## src/rtl/mp_uart_pkg.sv

```systemverilog
package mp_uart_pkg;
  localparam int unsigned DATA_W  = 8;
  localparam int unsigned FRAME_W = DATA_W + 3;  // start, data, mpb, stop
  localparam int unsigned OSR     = 16;
  localparam int unsigned OSR_W   = $clog2(OSR);
  localparam int unsigned BIT_W   = $clog2(FRAME_W);

  typedef enum logic [1:0] {
    RX_IDLE,
    RX_START,
    RX_BITS
  } rx_state_e;
endpackage

```

## src/rtl/mp_uart_baud.sv

```systemverilog
module mp_uart_baud #(
  parameter int unsigned CLK_DIV = 4
) (
  input  logic clk_i,
  input  logic rst_ni,
  output logic tick_o
);
  localparam int unsigned CW = (CLK_DIV > 1) ? $clog2(CLK_DIV) : 1;
  localparam logic [CW-1:0] LAST = CW'(CLK_DIV - 1);

  logic [CW-1:0] cnt_q;

  always_ff @(posedge clk_i or negedge rst_ni) begin
    if (!rst_ni)           cnt_q <= '0;
    else if (cnt_q == LAST) cnt_q <= '0;
    else                   cnt_q <= cnt_q + 1'b1;
  end

  assign tick_o = (cnt_q == LAST);
endmodule

```

## src/rtl/mp_uart_tx.sv

```systemverilog
module mp_uart_tx
  import mp_uart_pkg::*;
(
  input  logic              clk_i,
  input  logic              rst_ni,
  input  logic              tick_i,
  input  logic              en_i,
  input  logic              wr_i,
  input  logic [DATA_W-1:0] wr_data_i,
  input  logic              wr_mpb_i,
  input  logic              tde_clr_i,
  output logic              tde_o,
  output logic              tend_o,
  output logic              line_o
);
  logic              en_q, busy_q, tde_q, tend_q, mpb_q;
  logic [DATA_W-1:0] hold_q;
  logic [FRAME_W-1:0] sr_q;
  logic [OSR_W-1:0]  sub_q;
  logic [BIT_W-1:0]  bit_q;
  logic rise, last_bit, load;

  assign rise     = en_i & ~en_q;
  assign last_bit = busy_q & tick_i & (sub_q == OSR_W'(OSR - 1)) & (bit_q == BIT_W'(FRAME_W - 1));
  assign load     = en_i & ~rise & ~tde_q & (~busy_q | last_bit);

  always_ff @(posedge clk_i or negedge rst_ni) begin
    if (!rst_ni) begin
      en_q   <= 1'b0;
      busy_q <= 1'b0;
      tde_q  <= 1'b1;
      tend_q <= 1'b1;
      mpb_q  <= 1'b0;
      hold_q <= '0;
      sr_q   <= '1;
      sub_q  <= '0;
      bit_q  <= '0;
    end else begin
      en_q <= en_i;
      if (!en_i) begin
        busy_q <= 1'b0;
        tde_q  <= 1'b1;
        tend_q <= 1'b1;
        sr_q   <= '1;
      end else begin
        if (wr_i && tde_q) begin
          hold_q <= wr_data_i;
          mpb_q  <= wr_mpb_i;
        end
        if (rise) begin  // one frame time of marking
          busy_q <= 1'b1;
          sr_q   <= '1;
          sub_q  <= '0;
          bit_q  <= '0;
        end else if (load) begin
          busy_q <= 1'b1;
          sr_q   <= {1'b1, mpb_q, hold_q, 1'b0};
          sub_q  <= '0;
          bit_q  <= '0;
          tde_q  <= 1'b1;
        end else if (busy_q && tick_i) begin
          if (sub_q == OSR_W'(OSR - 1)) begin
            sub_q <= '0;
            if (bit_q == BIT_W'(FRAME_W - 1)) begin
              busy_q <= 1'b0;
              tend_q <= 1'b1;
            end else begin
              bit_q <= bit_q + 1'b1;
              sr_q  <= {1'b1, sr_q[FRAME_W-1:1]};
            end
          end else begin
            sub_q <= sub_q + 1'b1;
          end
        end
        if (tde_clr_i && tde_q) begin  // commit wins over end-of-frame
          tde_q  <= 1'b0;
          tend_q <= 1'b0;
        end
      end
    end
  end

  assign tde_o  = tde_q;
  assign tend_o = tend_q;
  assign line_o = busy_q ? sr_q[0] : 1'b1;
endmodule

```

## src/rtl/mp_uart_rx.sv

```systemverilog
module mp_uart_rx
  import mp_uart_pkg::*;
(
  input  logic              clk_i,
  input  logic              rst_ni,
  input  logic              tick_i,
  input  logic              en_i,
  input  logic              rxd_i,
  input  logic              ack_i,
  input  logic              err_clr_i,
  input  logic              filt_set_i,
  output logic [DATA_W-1:0] data_o,
  output logic              mpb_o,
  output logic              full_o,
  output logic              ovr_o,
  output logic              fer_o,
  output logic              filt_o
);
  localparam int unsigned SW = FRAME_W - 1;  // data, mpb, stop

  logic [1:0]       sync_q;
  logic             rxd_s;
  rx_state_e        st_q;
  logic [OSR_W-1:0] cnt_q;
  logic [BIT_W-1:0] idx_q;
  logic [SW-1:0]    shr_q, shr_nx;
  logic             done, take;

  assign rxd_s  = sync_q[1];
  assign shr_nx = {rxd_s, shr_q[SW-1:1]};
  assign done   = (st_q == RX_BITS) & tick_i & (cnt_q == OSR_W'(OSR - 1)) & (idx_q == BIT_W'(SW - 1));
  assign take   = done & (~filt_o | shr_nx[DATA_W]);

  always_ff @(posedge clk_i or negedge rst_ni) begin
    if (!rst_ni) sync_q <= '1;
    else         sync_q <= {sync_q[0], rxd_i};
  end

  always_ff @(posedge clk_i or negedge rst_ni) begin
    if (!rst_ni) begin
      st_q  <= RX_IDLE;
      cnt_q <= '0;
      idx_q <= '0;
      shr_q <= '0;
    end else if (!en_i) begin
      st_q <= RX_IDLE;
    end else if (tick_i) begin
      unique case (st_q)
        RX_IDLE: if (!rxd_s) begin
          st_q  <= RX_START;
          cnt_q <= '0;
        end
        RX_START: begin
          if (cnt_q == OSR_W'(OSR / 2 - 1)) begin  // mid start bit
            if (!rxd_s) begin
              st_q  <= RX_BITS;
              cnt_q <= '0;
              idx_q <= '0;
            end else begin
              st_q <= RX_IDLE;
            end
          end else begin
            cnt_q <= cnt_q + 1'b1;
          end
        end
        RX_BITS: begin
          if (cnt_q == OSR_W'(OSR - 1)) begin
            cnt_q <= '0;
            shr_q <= shr_nx;
            if (idx_q == BIT_W'(SW - 1)) st_q <= RX_IDLE;
            else                         idx_q <= idx_q + 1'b1;
          end else begin
            cnt_q <= cnt_q + 1'b1;
          end
        end
        default: st_q <= RX_IDLE;
      endcase
    end
  end

  always_ff @(posedge clk_i or negedge rst_ni) begin
    if (!rst_ni) begin
      data_o <= '0;
      mpb_o  <= 1'b0;
      full_o <= 1'b0;
      ovr_o  <= 1'b0;
      fer_o  <= 1'b0;
      filt_o <= 1'b0;
    end else begin
      if (ack_i)      full_o <= 1'b0;
      if (err_clr_i) begin
        ovr_o <= 1'b0;
        fer_o <= 1'b0;
      end
      if (filt_set_i) filt_o <= 1'b1;
      if (take) begin
        filt_o <= 1'b0;
        if (full_o) begin
          ovr_o  <= 1'b1;
          full_o <= 1'b1;
        end else begin
          data_o <= shr_nx[DATA_W-1:0];
          mpb_o  <= shr_nx[DATA_W];
          full_o <= 1'b1;
        end
        if (!shr_nx[SW-1]) fer_o <= 1'b1;
      end
    end
  end
endmodule

```

## src/rtl/mp_uart.sv

```systemverilog
module mp_uart
  import mp_uart_pkg::*;
#(
  parameter int unsigned CLK_DIV = 4
) (
  input  logic              clk_i,
  input  logic              rst_ni,
  input  logic              tx_en_i,
  input  logic              rx_en_i,
  input  logic              wr_i,
  input  logic [DATA_W-1:0] wr_data_i,
  input  logic              wr_mpb_i,
  input  logic              tde_clr_i,
  output logic              tde_o,
  output logic              tend_o,
  input  logic              rd_ack_i,
  input  logic              err_clr_i,
  input  logic              filt_set_i,
  output logic              filt_o,
  output logic [DATA_W-1:0] rx_data_o,
  output logic              rx_mpb_o,
  output logic              rx_full_o,
  output logic              ovr_o,
  output logic              fer_o,
  input  logic              brk_i,
  output logic              txd_o,
  input  logic              rxd_i
);
  logic tick, tx_line;

  mp_uart_baud #(.CLK_DIV(CLK_DIV)) u_baud (
    .clk_i (clk_i),
    .rst_ni(rst_ni),
    .tick_o(tick)
  );

  mp_uart_tx u_tx (
    .clk_i    (clk_i),
    .rst_ni   (rst_ni),
    .tick_i   (tick),
    .en_i     (tx_en_i),
    .wr_i     (wr_i),
    .wr_data_i(wr_data_i),
    .wr_mpb_i (wr_mpb_i),
    .tde_clr_i(tde_clr_i),
    .tde_o    (tde_o),
    .tend_o   (tend_o),
    .line_o   (tx_line)
  );

  mp_uart_rx u_rx (
    .clk_i     (clk_i),
    .rst_ni    (rst_ni),
    .tick_i    (tick),
    .en_i      (rx_en_i),
    .rxd_i     (rxd_i),
    .ack_i     (rd_ack_i),
    .err_clr_i (err_clr_i),
    .filt_set_i(filt_set_i),
    .data_o    (rx_data_o),
    .mpb_o     (rx_mpb_o),
    .full_o    (rx_full_o),
    .ovr_o     (ovr_o),
    .fer_o     (fer_o),
    .filt_o    (filt_o)
  );

  // registered pin: glitch-free, break overrides everything
  always_ff @(posedge clk_i or negedge rst_ni) begin
    if (!rst_ni) txd_o <= 1'b1;
    else         txd_o <= brk_i ? 1'b0 : tx_line;
  end
endmodule

```

## config.mk

```make
export PLATFORM = sky130hd
export DESIGN_NAME = mp_uart
export DESIGN_NICKNAME = d
export VERILOG_FILES = /design/src/rtl/mp_uart_pkg.sv /design/src/rtl/mp_uart_baud.sv /design/src/rtl/mp_uart_tx.sv /design/src/rtl/mp_uart_rx.sv /design/src/rtl/mp_uart.sv
export SDC_FILE = /design/constraint.sdc
export NUM_CORES = 1
export LEC_CHECK = 0
export CORE_UTILIZATION = 46
export DETAILED_ROUTE_END_ITERATION = 12
export DONT_BUFFER_PORTS = 1
export PLACE_DENSITY = 0.6
export SLEW_MARGIN = 30
export SYNTH_ARGS = -nofsm -noshare
export SYNTH_HDL_FRONTEND = slang
export SYNTH_SLANG_ARGS = --single-unit
```

## constraint.sdc

```tcl
create_clock -name clk_i -period 2 [get_ports clk_i]
set_input_delay 0.2 -clock clk_i [delete_from_list [all_inputs] [get_ports clk_i]]
set_output_delay 0.2 -clock clk_i [all_outputs]
set_load 0.02 [all_outputs]
```

==> reports/qor.txt, run 1 <==
Die area = 7450 µm²
Fin Clk Skew = 8.55 ps
Asr flop ratio synth = 1.00
DPL Wire Length = 3820 µm
Area contributors post-synth = dfrtp_1 (41%), dfstp_2 (12%), mux2_2 (11%)
Largest family of logic cells by synthesized area = simple AND/OR/NAND/NOR gates
WL/cell = 14.7 µm
DR DRC count = 0
Post-Syn Instances = 267
Row count = 30
Status = completed
Util after Layout = 0.555
Vias post-DR = 2,119
CTS root buffer = clkbuf_8
Iteration count of the initial detailed-routing pass = 4
TritonCTS Buffers = 9
Clock buffer depth = 2
Fmax = 538 MHz
Clock transition at path regs = 70 ps
Sequential area share after synthesis = 0.526
Crit path capture type = flip-flop
Vias per cell = 5.38
Antenna violations before repair = 0
Seq cells post-synth = 68
Final Hold Viols = 0
Slew @ Worst Pin = 531 ps
Count leader, synth = dfrtp_1
Ant. Diodes = 0
Share of post-route cells with drive strength above 1 = 0.275
Final layout net count = 324
Routability Congestion = 0.749
Clk sink count = 68
Hold path start = rx_en_i
Setup Crit Path Kind = reg -> reg
Core footprint = 6830 µm²
# H-tree levels = 3
Synthesized area per cell = 12.2 µm²
Rel. slew slack = 0.644
Final setup violation count = 0
Initial Util = 0.479
# port buffers = 0
Hold depth = 2
Worst Hold Endpoint = u_rx.st_q[1]
Total track usage = 0.174
Fillers = 603
Slew Limit Fails = 0
Placed cells = 358
Clock Latency Late Sink = 330 ps
R2R Path End = u_rx.mpb_o
Iter 0 DRT Violations = 57
Power per Cell Area = 766 nW/µm²
DIE WIDTH = 86.3 µm
Post-Layout Inst Area = 3790 µm²
Number of global-route vias before repair = 2,083
TritonCTS clock tree = built
Detail Route Antenna Nets = 0
Distinct cells, synth = 60
Setup TNS = 0 ps
Max-Cap Viols = 0
Yosys top cell by area = dfrtp_1
Post-synth EDFFs = 0
Non-filler cells in the finished layout = 394
Mapped Nets = 298
Lkg Pwr = 1.69 nW
Max rail drop VDD = 0.000460 V
Post-synthesis compound-gate area fraction = 0.114
Yosys top cell area share = 0.406
WL final = 5800 µm
Simple-Gate Fraction of Synth Area = 0.144
Area growth, synth to finish = 15.9%
Die Ht = 86.3 µm
Largest net degree at the start of global routing = 69
Synth top cells by count = dfrtp_1 (53), mux2_2 (32), dfstp_2 (15)
Post-Synth Adder-Cell Area = 0.0421
GRT overflow = 0
Dominant synthesized flop cell = dfrtp_1
Hold Path Class = in -> reg
First-pass GRT wire length = 9990 µm
Fin crit share = 0.930
Post-synthesis mux area share = 0.127
Fin crit period = 1860 ps
Mapped Area = 3270 µm²
FF-to-FF Start = u_rx.st_q[0]
Post-place instance area = 3350 µm²
Syn. warnings = 0
Worst EP required = 2220 ps
Arr. time, crit path = 2080 ps
CP startpoint kind = flip-flop
R2R cell count = 6
Reg-to-reg slack, setup = 140 ps
Xor and xnor area share after synthesis = 0.00804
Crit path max fanout = 9
RSZ-0062 raised after global routing = no
# IOs = 36
==> timing repair <==
| action | in CTS | in global routing |
|---|---|---|
| resized for setup | 0 | 1 |
| hold endpoints to repair | 88 | 0 |
| setup buffers | 0 | 1 |
| setup endpoints to repair | 0 | 3 |
| hold buffers | 19 | 0 |
==> logic make-up after synthesis <==
group,count (synthesis)
buffers and inverters,24
AOI/OAI and AO/OA,50
muxes,37
and+or+nand+nor,74
xor gates and xnor gates,3
DFF,68
adders and majority gates,11
==> power breakdown <==
part	switching [mW]	internal [mW]	leakage [nW]	total, mW
clock network	0.493	0.735	0.107	1.23
registers	0.0523	1.45	0.856	1.50
logic	0.0818	0.0917	0.731	0.174
total	0.627	2.28	1.69	2.90
==> area by class of cell <==
type / instances / area, µm² / area share
flip-flops and latches: 68 / 1720 / 0.454
repair buffers: 25 / 253 / 0.0667
inverters: 14 / 52.6 / 0.0139
well taps: 96 / 120 / 0.0317
clock inverters: 4 / 72.6 / 0.0192
clock buffers: 12 / 145 / 0.0383
multi-input cells: 175 / 1430 / 0.376
==> worst max path at each step <==
stage / end / startpoint / slack [ps] / cells after the start
after CTS: u_rx.st_q[0] / u_rx.st_q[0] / 80 / 8
after floorplan: u_rx.idx_q[0] / u_rx.st_q[0] / 160 / 7
final: u_rx.mpb_o / u_rx.st_q[0] / 140 / 6
after global routing: u_rx.st_q[0] / u_rx.st_q[1] / 20 / 7
after global placement: u_rx.idx_q[0] / u_rx.st_q[0] / 150 / 7
after detailed placement: u_rx.idx_q[0] / u_rx.st_q[0] / 100 / 7
==> cell usage in the layout (no fill, tap or decap), types with 3 or more instances in the layout <==
cell / synthesis / final
dfrtp_1: 53 / 53
mux2_2: 32 / 32
dlygate4sd3_1: 0 / 18
dfstp_2: 15 / 15
inv_1: 14 / 14
nand2_1: 13 / 13
nand3_1: 13 / 13
nor2_1: 13 / 12
ha_1: 11 / 11
o21ai_0: 10 / 10
clkbuf_8: 0 / 10
a21oi_1: 7 / 7
buf_4: 0 / 6
o22a_1: 5 / 5
o22ai_1: 4 / 4
nand4_1: 4 / 4
or3_1: 4 / 4
mux2i_1: 3 / 3
or2_1: 3 / 3
nand2b_1: 3 / 3
==> routing by layer <==
layer / vias to the layer above / track usage / share of wire
met5: - / 0 / 0
met3: 5 / 0.0543 / 0.042
met2: 42 / 0.278 / 0.48
li1: 1024 / - / -
met1: 1048 / 0.224 / 0.47
met4: 0 / 0.0606 / 0.011
==> sequential cells by signal (all words and copies together), names as in the netlist <==
name,count
u_tx.en_q,1
u_rx.sync_q,2
u_rx.full_o,1
u_rx.data_o,8
u_tx.mpb_q,1
u_rx.st_q,2
u_rx.idx_q,4
u_baud.cnt_q,2
u_tx.tde_o,1
u_tx.bit_q,4
u_rx.mpb_o,1
u_tx.tend_o,1
u_tx.busy_q,1
u_rx.fer_o,1
u_tx.sr_q,10
u_rx.ovr_o,1
u_tx.sub_q,4
u_tx.hold_q,8
txd_o,1
u_rx.shr_q,9
u_rx.filt_o,1
u_rx.cnt_q,4
==> per-stage QoR <==
stage	total power, mW	setup WS [ps]	hold slack [ps]
after floorplan	1.61	163	-95.6
after global placement	1.63	150	-94.0
after detailed placement	1.64	95.1	-93.6
after CTS	2.95	77.3	3.45
after global routing	3.03	16.4	26.9
final	2.90	140	21.7
==> worst max-delay path, stage by stage, from the launching register on <==
cell       delay, ps
dfrtp_1          400
inv_1             90
ha_1             220
and4b_2          290
o2111ai_4        170
nor2_8           210
mux2_2           360
No activity file was read; power rests on OpenSTA's default activity.
==> run 2: changes to the inputs <==
--- a/config.mk
+++ b/config.mk
@@ -5,10 +5,13 @@
 export SDC_FILE = /design/constraint.sdc
 export NUM_CORES = 1
 export LEC_CHECK = 0
+export ABC_AREA = 1
+export CORE_MARGIN = 4
 export CORE_UTILIZATION = 46
 export DETAILED_ROUTE_END_ITERATION = 12
 export DONT_BUFFER_PORTS = 1
 export PLACE_DENSITY = 0.6
+export SKIP_CTS_REPAIR_TIMING = 1
 export SLEW_MARGIN = 30
 export SYNTH_ARGS = -nofsm -noshare
 export SYNTH_HDL_FRONTEND = slang
==> reports/qor.txt, run 2 <==
TritonCTS Buffers = 9 (unchanged)
Post-synth EDFFs = 0 (unchanged)
R2R cell count = 8 (+2)
DPL Wire Length = 4330 µm (+13%)
Iter 0 DRT Violations = 99 (+74%)
Critical-path cell list = inv_1, ha_1, inv_2, nor2_1, nand2_2, nor2_4, nand2_1, o21a_1
Worst EP required = 2230 ps (about the same)
Crit path capture type = flip-flop
Final Hold Viols = 0 (unchanged)
RSZ-0062 raised after global routing = no
Reg with most FFs = u_tx.sr_q
Sequential area share after synthesis = 0.522 (-0.00439)
Largest net degree at the start of global routing = 69 (unchanged)
Setup TNS = 0 ps (unchanged)
Vias post-DR = 2,434 (+15%)
CP startpoint kind = flip-flop
Row count = 30 (unchanged)
Yosys top cell by area = dfrtp_1
R2R Path End = u_rx.data_o[5]
WL/cell = 13.3 µm (-9.5%)
Largest regs = u_tx.sr_q x10, u_rx.shr_q x9
Util after Layout = 0.534 (-0.0202)
TritonCTS clock tree = built
Worst Hold Endpoint = u_tx.mpb_q
Register area = 1720 µm² (unchanged)
Mapped Area = 3300 µm² (+0.84%)
Detail Route Antenna Nets = 0 (unchanged)
Fin Clk Skew = 9.00 ps (+0.452 ps)
Final layout net count = 410 (+27%)
Slew Limit Fails = 0 (unchanged)
Ant. Diodes = 0 (unchanged)
Worst path slowest cell = dfrtp_1
# IOs = 36 (unchanged)
Max rail drop VDD = 0.000451 V (-1.9%)
Hold path start = wr_mpb_i
Antenna violations before repair = 0 (unchanged)
Clock transition at path regs = 70 ps (about the same)
Fin crit share = 0.899 (-0.0310)
Fillers = 609 (+1.0%)
Setup ws final = 202 ps (+62.0 ps)
Dominant synthesized flop cell = dfrtp_1
Rel. slew slack = 0.687 (+0.0434)
Reg-to-reg slack, setup = 200 ps (+60 ps)
Area contributors post-synth = dfrtp_1 (40%), dfstp_2 (12%), nand2_1 (7.5%)
Yosys top cell area share = 0.402 (-0.00339)
Die area = 8590 µm² (+15%)
Status = completed
Clock buffer depth = 2 (unchanged)
Hold Path Class = in -> reg
Fmax = 556 MHz (+3.4%)
Post-Layout Inst Area = 3670 µm² (-3.1%)
Syn. warnings = 0 (unchanged)
Setup Crit Path Kind = reg -> reg
Distinct cells, synth = 33 (-45%)
Hold slack = 13.6 ps (-8.06 ps)
Crit path max fanout = 13 (+4)
Power per Cell Area = 758 nW/µm² (-1.1%)
Routability Congestion = 0.851 (+14%)
Max-Cap Viols = 0 (unchanged)
CP delay by family, top = simple AND/OR/NAND/NOR gates
DR DRC count = 0 (unchanged)
Initial Util = 0.480 (+0.00139)
Count leader, synth = nand2_1
Multi-input logic area = 1350 µm² (-5.1%)
Synth top cells by count = nand2_1 (66), dfrtp_1 (53), inv_1 (37)
Largest register FFs = 10 (unchanged)
# port buffers = 0 (unchanged)
Slew @ Worst Pin = 466 ps (-64.6 ps)
Post-place instance area = 3370 µm² (+0.48%)
Vias per cell = 5.07 (-5.7%)
Commonest non-fill, non-tap cells in the layout = nand2_1 (66), dfrtp_1 (53), inv_1 (37)
WL final = 6400 µm (+10%)
Die Ht = 92.7 µm (+7.4%)
Area growth, synth to finish = 11.3%
Asr flop ratio synth = 1.00 (unchanged)
Clk sink count = 68 (unchanged)
Core footprint = 6870 µm² (+0.55%)
Hold depth = 1 (-1)
Share of post-route cells with drive strength above 1 = 0.148 (-0.127)
Number of global-route vias before repair = 2,271 (+9.0%)
Iteration count of the initial detailed-routing pass = 4 (unchanged)
Final setup violation count = 0 (unchanged)
Buffer and inverter count on the worst path = 2 (+1)
Synthesized area per cell = 9.03 µm² (-26%)
GRT overflow = 0 (unchanged)
Mapped Nets = 396 (+33%)
FF-to-FF Start = u_rx.st_q[0]
DIE WIDTH = 92.7 µm (+7.4%)
Fin crit period = 1800 ps (-62.0 ps)
CTS root buffer = clkbuf_8
Largest stage delay, worst path = 410 ps (about the same)
Clock Latency Late Sink = 340 ps (about the same)
# H-tree levels = 3 (unchanged)
Commonest non-fill, non-tap cell in the layout = nand2_1
Arr. time, crit path = 2030 ps (-50 ps)
Lkg Pwr = 1.74 nW (+3.0%)
First-pass GRT wire length = 10,800 µm (+8.4%)
Seq cells post-synth = 68 (unchanged)
Post-Syn Instances = 365 (+37%)
Total track usage = 0.160 (-0.0140)
Pre-CTS setup slack = 222 ps (+127 ps)
run 2: cell families (layout without fill, tap and decap cells):
group / count (synthesis) / count (layout) / synth area share
DFF: 68 / 68 / 0.522
buffers and inverters: 51 / 70 / 0.0679
adders and majority gates: 11 / 11 / 0.0417
and+or+nand+nor: 161 / 161 / 0.232
muxes: 2 / 2 / 0.00683
AOI/OAI and AO/OA: 66 / 66 / 0.114
xor gates and xnor gates: 6 / 6 / 0.0159
run 2: final cells by class:
cell class	instances	area share
clock buffer	15	0.0481
timing repair buffer	13	0.0382
tap	96	0.0327
multi-input combinational	246	0.368
inverter	41	0.0419
clock inverter	1	0.00204
sequential	68	0.469
run 2: worst max-delay path by stage:
stage | start | endpoint | slack, ps | cells after the start
3_3_place_gp | u_rx.cnt_q[0] | u_rx.data_o[7] | 280 | 9
5_1_grt | u_rx.st_q[0] | u_rx.data_o[5] | 20 | 8
6_report | u_rx.st_q[0] | u_rx.data_o[5] | 200 | 8
4_1_cts | u_rx.st_q[0] | u_rx.data_o[5] | 200 | 8
3_5_place_dp | u_rx.st_q[0] | u_rx.data_o[5] | 220 | 8
2_1_floorplan | u_rx.st_q[0] | u_rx.data_o[5] | 440 | 9
run 2: layer usage:
metal  track usage  part of all wire  vias up  wire, µm
met5             0                 0        -         0
met4        0.0855             0.021        0       137
met3        0.0504             0.052       14       334
met2         0.222              0.44       41      2840
met1         0.221              0.48     1147      3080
li1              -                 -     1232         -
run 2: through the flow:
| step | instances | power (mW) |
|---|---|---|
| 2_1_floorplan | 365 | 1.68 |
| 3_3_place_gp | 454 | 1.71 |
| 3_5_place_dp | 454 | 1.72 |
| 4_1_cts | 470 | 2.77 |
| 5_1_grt | 480 | 2.93 |
| 6_report | 480 | 2.78 |
run 2: power breakdown:
part	switching [mW]	internal (mW)	total, mW
Clock	0.489	0.554	1.04
Combinational	0.138	0.0866	0.224
Sequential	0.0496	1.46	1.51
